File: src/rtl/evt_irq_pkg.sv
package evt_irq_pkg;
  localparam int unsigned NUM_GROUPS = 3;

  typedef enum logic [1:0] {
    GRP_TX  = 2'd0,
    GRP_RX  = 2'd1,
    GRP_ERR = 2'd2
  } grp_e;
endpackage

File: src/rtl/evt_irq_event_reg.sv
module evt_irq_event_reg #(
  parameter int unsigned WIDTH = 32
) (
  input  logic             clk,
  input  logic             rst_n,
  input  logic [WIDTH-1:0] set_i,
  input  logic             clr_en_i,
  input  logic [WIDTH-1:0] clr_bits_i,
  output logic [WIDTH-1:0] q_o
);
  logic [WIDTH-1:0] clr_vec;
  logic [WIDTH-1:0] nxt;

  always_comb begin
    clr_vec = clr_en_i ? clr_bits_i : '0;
    // set after clear: a simultaneous set survives
    nxt     = (q_o & ~clr_vec) | set_i;
  end

  always_ff @(posedge clk or negedge rst_n) begin
    if (!rst_n) q_o <= '0;
    else        q_o <= nxt;
  end

  AST_SET_STICKS: assert property (@(posedge clk) disable iff (!rst_n)
    (|set_i) |=> ((q_o & $past(set_i)) == $past(set_i)));
  AST_CLR_TAKES: assert property (@(posedge clk) disable iff (!rst_n)
    clr_en_i |=> ((q_o & $past(clr_bits_i & ~set_i)) == '0));
  AST_IDLE_HOLDS: assert property (@(posedge clk) disable iff (!rst_n)
    (!clr_en_i && set_i == '0) |=> $stable(q_o));
endmodule

File: src/rtl/evt_irq_mask_reg.sv
module evt_irq_mask_reg #(
  parameter int unsigned WIDTH = 32
) (
  input  logic             clk,
  input  logic             rst_n,
  input  logic             wr_i,
  input  logic [WIDTH-1:0] wdata_i,
  output logic [WIDTH-1:0] q_o
);
  always_ff @(posedge clk or negedge rst_n) begin
    if (!rst_n)    q_o <= '0;
    else if (wr_i) q_o <= wdata_i;
  end

  AST_MASK_REPLACED: assert property (@(posedge clk) disable iff (!rst_n)
    wr_i |=> (q_o == $past(wdata_i)));
  AST_MASK_KEPT: assert property (@(posedge clk) disable iff (!rst_n)
    !wr_i |=> $stable(q_o));
endmodule

File: src/rtl/evt_irq_group_reduce.sv
module evt_irq_group_reduce #(
  parameter int unsigned WIDTH  = 32,
  parameter int unsigned GROUPS = 3,
  parameter logic [GROUPS-1:0][WIDTH-1:0] GRP_MASKS = '0
) (
  input  logic              clk,
  input  logic              rst_n,
  input  logic [WIDTH-1:0]  active_i,
  output logic [GROUPS-1:0] irq_o
);
  for (genvar g = 0; g < GROUPS; g++) begin : g_grp
    logic hit;
    assign hit = |(active_i & GRP_MASKS[g]);

    always_ff @(posedge clk or negedge rst_n) begin
      if (!rst_n) irq_o[g] <= 1'b0;
      else        irq_o[g] <= hit;
    end

    AST_IRQ_HAS_CAUSE: assert property (@(posedge clk) disable iff (!rst_n)
      irq_o[g] |-> $past(active_i != '0));
  end
endmodule

File: src/rtl/evt_irq_aggregator.sv
module evt_irq_aggregator #(
  parameter int unsigned WIDTH   = 32,
  parameter logic [WIDTH-1:0] TX_GROUP  = 32'h0000_FF00,
  parameter logic [WIDTH-1:0] RX_GROUP  = 32'h00FF_0000,
  parameter logic [WIDTH-1:0] ERR_GROUP = 32'hFF00_00FF
) (
  input  logic             clk,
  input  logic             rst_n,
  input  logic [WIDTH-1:0] hw_set,
  input  logic             sw_wr_evt,
  input  logic             sw_wr_mask,
  input  logic [WIDTH-1:0] sw_wdata,
  output logic [WIDTH-1:0] event_q,
  output logic [WIDTH-1:0] mask_q,
  output logic             irq_tx,
  output logic             irq_rx,
  output logic             irq_err
);
  import evt_irq_pkg::*;

  localparam logic [NUM_GROUPS-1:0][WIDTH-1:0] GRP_MASKS = {ERR_GROUP, RX_GROUP, TX_GROUP};

  logic [WIDTH-1:0]      active;
  logic [NUM_GROUPS-1:0] irq_vec;

  evt_irq_event_reg #(.WIDTH(WIDTH)) u_evt (
    .clk        (clk),
    .rst_n      (rst_n),
    .set_i      (hw_set),
    .clr_en_i   (sw_wr_evt),
    .clr_bits_i (sw_wdata),
    .q_o        (event_q)
  );

  evt_irq_mask_reg #(.WIDTH(WIDTH)) u_mask (
    .clk     (clk),
    .rst_n   (rst_n),
    .wr_i    (sw_wr_mask),
    .wdata_i (sw_wdata),
    .q_o     (mask_q)
  );

  assign active = event_q & mask_q;

  evt_irq_group_reduce #(
    .WIDTH     (WIDTH),
    .GROUPS    (NUM_GROUPS),
    .GRP_MASKS (GRP_MASKS)
  ) u_reduce (
    .clk      (clk),
    .rst_n    (rst_n),
    .active_i (active),
    .irq_o    (irq_vec)
  );

  assign irq_tx  = irq_vec[GRP_TX];
  assign irq_rx  = irq_vec[GRP_RX];
  assign irq_err = irq_vec[GRP_ERR];

  AST_IRQ_QUIET: assert property (@(posedge clk) disable iff (!rst_n)
    $past((event_q & mask_q) == '0) |-> !(irq_tx || irq_rx || irq_err));
  AST_TX_LAG: assert property (@(posedge clk) disable iff (!rst_n)
    $past((event_q & mask_q & TX_GROUP) != '0) |-> irq_tx);
  AST_RX_LAG: assert property (@(posedge clk) disable iff (!rst_n)
    $past((event_q & mask_q & RX_GROUP) != '0) |-> irq_rx);
  AST_ERR_LAG: assert property (@(posedge clk) disable iff (!rst_n)
    $past((event_q & mask_q & ERR_GROUP) != '0) |-> irq_err);
endmodule

File: config.mk
export PLATFORM = sky130hd
export DESIGN_NAME = evt_irq_aggregator
export DESIGN_NICKNAME = d
export VERILOG_FILES = /design/src/rtl/evt_irq_pkg.sv /design/src/rtl/evt_irq_event_reg.sv /design/src/rtl/evt_irq_mask_reg.sv /design/src/rtl/evt_irq_group_reduce.sv /design/src/rtl/evt_irq_aggregator.sv
export SDC_FILE = /design/constraint.sdc
export NUM_CORES = 1
export LEC_CHECK = 0
export BUFFER_PORTS_ARGS = -buffer_cell sky130_fd_sc_hd__buf_2
export CAP_MARGIN = 20
export CORE_MARGIN = 10
export CORE_UTILIZATION = 41
export CTS_BUF_LIST = sky130_fd_sc_hd__clkbuf_4
export DETAILED_ROUTE_END_ITERATION = 12
export GPL_TIMING_DRIVEN = 0
export PLACE_DENSITY = 0.71
export SLEW_MARGIN = 25
export SYNTH_ARGS = -nofsm -noshare
export SYNTH_HDL_FRONTEND = slang
export SYNTH_SLANG_ARGS = --single-unit
export TNS_END_PERCENT = 10
File: constraint.sdc
create_clock -name clk -period 1.3 [get_ports clk]
set_clock_uncertainty 0.1 [all_clocks]
set_input_delay 0.13 -clock clk [delete_from_list [all_inputs] [get_ports clk]]
set_output_delay 0.13 -clock clk [all_outputs]
set_load 0.01 [all_outputs]
# --- Yosys cells after proc, flatten, opt, wreduce, memory -nomap -nowiden ---
# Index checks and enable logic that the tools add are counted.
totals:
  regBits: 67
  input_bits: 68
  out_inout_bits: 67
op_classes:
  muxes: 1
  n_bitwise: 4
  reduce_logical: 3
ops:
  columns: ["operator", "count"]
  rows:
  - ["AND 32 bit", 2]
  - ["two-way mux 32 bit", 1]
  - ["NOT 32 bit", 1]
  - ["bitwise OR 32 bit", 1]
  - ["OR reduction 16 bit", 1]
  - ["OR reduction 8 bit", 2]

# --- Logic depth before layout (Yosys ltp) ---
depth:
  ltp_word: 4
  mapped_depth: 3

# --- Hierarchy ---
# Synthesis repeated with hierarchy kept, for this count alone.
hier_totals:
  cells_unflattened: 213
  area_unflattened_um2: 2879.0
by_module_without_submodules:
  columns: ["mod", "n_inst", "cells_per_inst", "area_each_um2", "seq_area_each_um2"]
  rows:
  - ["evt_irq_mask_reg", 1, 68, 1345.0, 800.8]
  - ["evt_irq_event_reg", 1, 99, 1194.9, 800.8]
  - ["evt_irq_aggregator", 1, 32, 200.2, 0.0]
  - ["evt_irq_group_reduce", 1, 14, 138.9, 75.1]

# --- Least setup slack after synthesis ---
# No wires, ideal clock.
synth_path:
  kind: "register -> register"
  startpoint: "register u_mask.q_o[5]"
  endpoint: "register u_reduce.irq_o[2]"
  arrival_ns: 0.932
  t_required_ns: 1.060
  slack_ns: 0.128
  stages_incl_launch_ff: 4
  n_path_buf: 0
  cell_sequence: "dfrtp_1 -> a22o_1 -> a221oi_1 -> nand4_1"
synth_via:
  elab_chain_len: 2
synth_lines:
  columns: ["element", "line_no", "text"]
  rows:
  - ["from (decl)", "evt_irq_mask_reg.sv:8", "output logic [WIDTH-1:0] q_o"]
  - ["from (signal assigned)", "evt_irq_mask_reg.sv:12", "else if (wr_i) q_o <= wdata_i;"]
  - ["AND 32 bit", "evt_irq_aggregator.sv:43", "assign active = event_q & mask_q;"]
  - ["OR reduction 16 bit", "evt_irq_group_reduce.sv:13", "assign hit = |(active_i & GRP_MASKS[g]);"]
  - ["net u_reduce.g_grp[2].hit", "evt_irq_group_reduce.sv:12", "logic hit;"]
  - ["to (signal, indexed assignment)", "evt_irq_group_reduce.sv:17", "else irq_o[g] <= hit;"]
  - ["to (decl)", "evt_irq_group_reduce.sv:9", "output logic [GROUPS-1:0] irq_o"]
# The timed path passes the listed nets, and every way through them passes these cells.
# A chain may end at the register's enable or synchronous reset.

# --- Worst setup path after layout ---
layout_path:
  startpoint: "register u_mask.q_o[6]"
  endpoint: "output port mask_q[6]"
layout_rtl:
  columns: ["element", "line_no", "text"]
  rows:
  - ["to (decl)", "evt_irq_aggregator.sv:14", "output logic [WIDTH-1:0] mask_q,"]
# No word-level cell between the ends.

==> impl_metrics.ini <==
[worst_setup_path]
path_class = reg -> out
cp-start-kind = flip-flop
path_cells = buf_2
crit_path_max_incr_delay_ns = 0.44
cp_num_buf_inv = 1
cpLargestDelayFamily = flip-flops
endpoint_kind = output port
crit_arrival_ns = 1.00
cp.required_ns = 1.07
cp_max_fo = 3
crit_slowest_cell = dfrtp_1

[detailed_routing]
vias_per_cell = 4.99
post-route-drc-count = 0
finalWirelength_um = 8730
vias = 2410
ant_nets = 0
drt_iter0_markers = 67
routedWlPerCell_um = 18.1
firstDrtPassIters = 4

[floorplanning]
io-pin-count = 135
fp-row-count = 29
core_area_um2 = 6420
start_util_pct = 42.7
die_w_um = 102
die_y_um = 102
die_area_um2 = 10400

[sta]
hold_violations = 0
post-route-min-period_ns = 1.23
rsz0062_at_grt = no
fin_setup_tns_ns = 0
worst_slew_pin_slew_ns = 0.431
fin_ws_ns = 0.0736
period_share_pct = 94.3
slew_violations = 0
maxSlewHeadroom_pct = 71.2
fmax_mhz = 815
finalSetupViolations = 0

[global_routing]
antenna_found_initial = 0
grt_max_degree = 36
grt_pass1_wl_um = 14100
grt_pass1_vias = 2674
overflow = 0
grt_usage_pct = 17.3

[placed_design]
portBuffers = 133
dpl_worst_slack_ns = -0.0376
hpwlAfterDp_um = 6010
gp_congestion = 0.820

[clock_network]
cts_buffers = 9
clkTransAtPathRegs_ns = 0.12
clk_latency_ns = 0.40
htree_levels = 3
cts_tree = done
root_buffer = clkbuf_4
cts_buffer_depth = 2
cts_setup_buffers = 0
clock-sinks = 67

[cells_and_area]
fill_cells = 475
drive_gt1_share_pct = 47.3
area.growth.synth_to_final_pct = 57.8
final_nets = 469
antenna_cells = 0

[status]
outcome = complete, no violations

[synth]
yosysUniqueCellTypes = 12
syn_nets = 257
synth-seq-area-share_pct = 61.1
synthCells = 189
synth.avg_cell_area_um2 = 14.5
yosys_warnings = 0
synth-seq-cells = 67
synth_area_um2 = 2750

[power_and_ir_drop]
ir_worst_vdd_uv = 738
total_power_uw = 4510
p_leak_uw = 0.00210
power_density_nw_per_um2 = 1040

[min_path]
worstHoldPathType = in -> async

[run]
cap_violations = 0
-- cells in the final DEF, fill, tap and decap left out --
master and instances:
buf_12 4, a221oi_1 1, clkbuf_4 9, clkinv_2 3, nand4_1 3, a22oi_1 8, buf_2 135, a21o_1 32
dlygate4sd3_1 67, mux2_2 2, a221oi_2 3, nand2_1 32, clkinvlp_4 4, buf_6 1, dfrtp_1 67, a22o_1 4
buf_4 1, mux2_4 30
-- layout make-up --
type	instances	area, um2	area share [%]
multi-input cells	115	1000	23.1
flip-flops and latches	67	1680	38.7
plain buffers	7	86.3	1.99
clock inverters	7	45.0	1.04
well taps	77	96.3	2.22
repair buffers	201	1360	31.4
clock buffers	9	67.6	1.56
-- flip-flops by register name, summed over array words and instances (netlist names) --
name,count
u_mask.q_o,32
u_reduce.irq_o,3
u_evt.q_o,32
-- worst paths after layout --
path	startpoint	end	slack [ns]	depth (start not counted)
worst min-delay path	rst_n	u_evt.q_o[27]$_DFF_PN0_	0.10	2
max in group asynchronous	rst_n	u_evt.q_o[12]$_DFF_PN0_	0.47	3
min in group clk	hw_set[28]	u_evt.q_o[28]$_DFF_PN0_	0.34	3
worst max-delay path	u_mask.q_o[6]$_DFFE_PN0P_	mask_q[6]	0.07	1
worst max register to register	u_mask.q_o[2]$_DFFE_PN0P_	u_reduce.irq_o[2]$_DFF_PN0_	0.08	3
worst min register to register	u_evt.q_o[12]$_DFF_PN0_	u_evt.q_o[12]$_DFF_PN0_	0.42	1
-- synthesized netlist by cell type --
cell       n  area share, %
buf_12     3            2.2
nand4_1    3           0.68
mux2_2     2           0.82
buf_6      1           0.41
a22oi_1    8            2.2
a221oi_1   4            1.3
dfrtp_1   67             61
buf_2      3           0.55
a22o_1     4            1.3
nand2_1   32            4.4
a21o_1    32            8.8
mux2_4    30             16
-- layer usage --
metal	GRT usage, %	part of all wire, %	wire length [um]
met3	6.55	9.8	859
met5	0	0	0
met2	29.2	49	4290
met1	19.6	39	3420
met4	6.29	1.9	165
-- power by group --
group | switching [uW] | internal (uW) | leakage, uW
Combinational | 412 | 576 | 0.00133
Clock | 743 | 380 | 0.0000537
Sequential | 147 | 2250 | 0.000721
Total | 1300 | 3210 | 0.00210
-- metrics by stage --
| stage | area [um2] | std cells | hold WS (ns) | utilization, % |
|---|---|---|---|---|
| after global placement | 3510 | 399 | 0.206 | 54.6 |
| after CTS | 4330 | 483 | 0.0926 | 67.3 |
| after floorplan | 2750 | 189 | -0.266 | - |
| after global routing | 4330 | 483 | 0.104 | 67.4 |
| final | 4330 | 483 | 0.101 | 67.4 |
| after detailed placement | 3530 | 400 | 0.00720 | 55.0 |
-- what timing repair did --
action                                 in CTS  in global routing
endpoints found under the hold margin     131                  0
hold buffers                               67                  0
gates resized for setup                     2                  1
setup endpoints to repair                   1                  1
-- cells by family (layout without fill, tap and decap cells) --
group | after synthesis | in the layout | share of synthesized area (%)
compound gates | 48 | 48 | 13.5
simple gates | 35 | 35 | 5.06
flops | 67 | 67 | 61.1
buf+inv | 7 | 224 | 3.14
mux | 32 | 32 | 17.2
No activity file was read; power rests on OpenSTA's default activity.
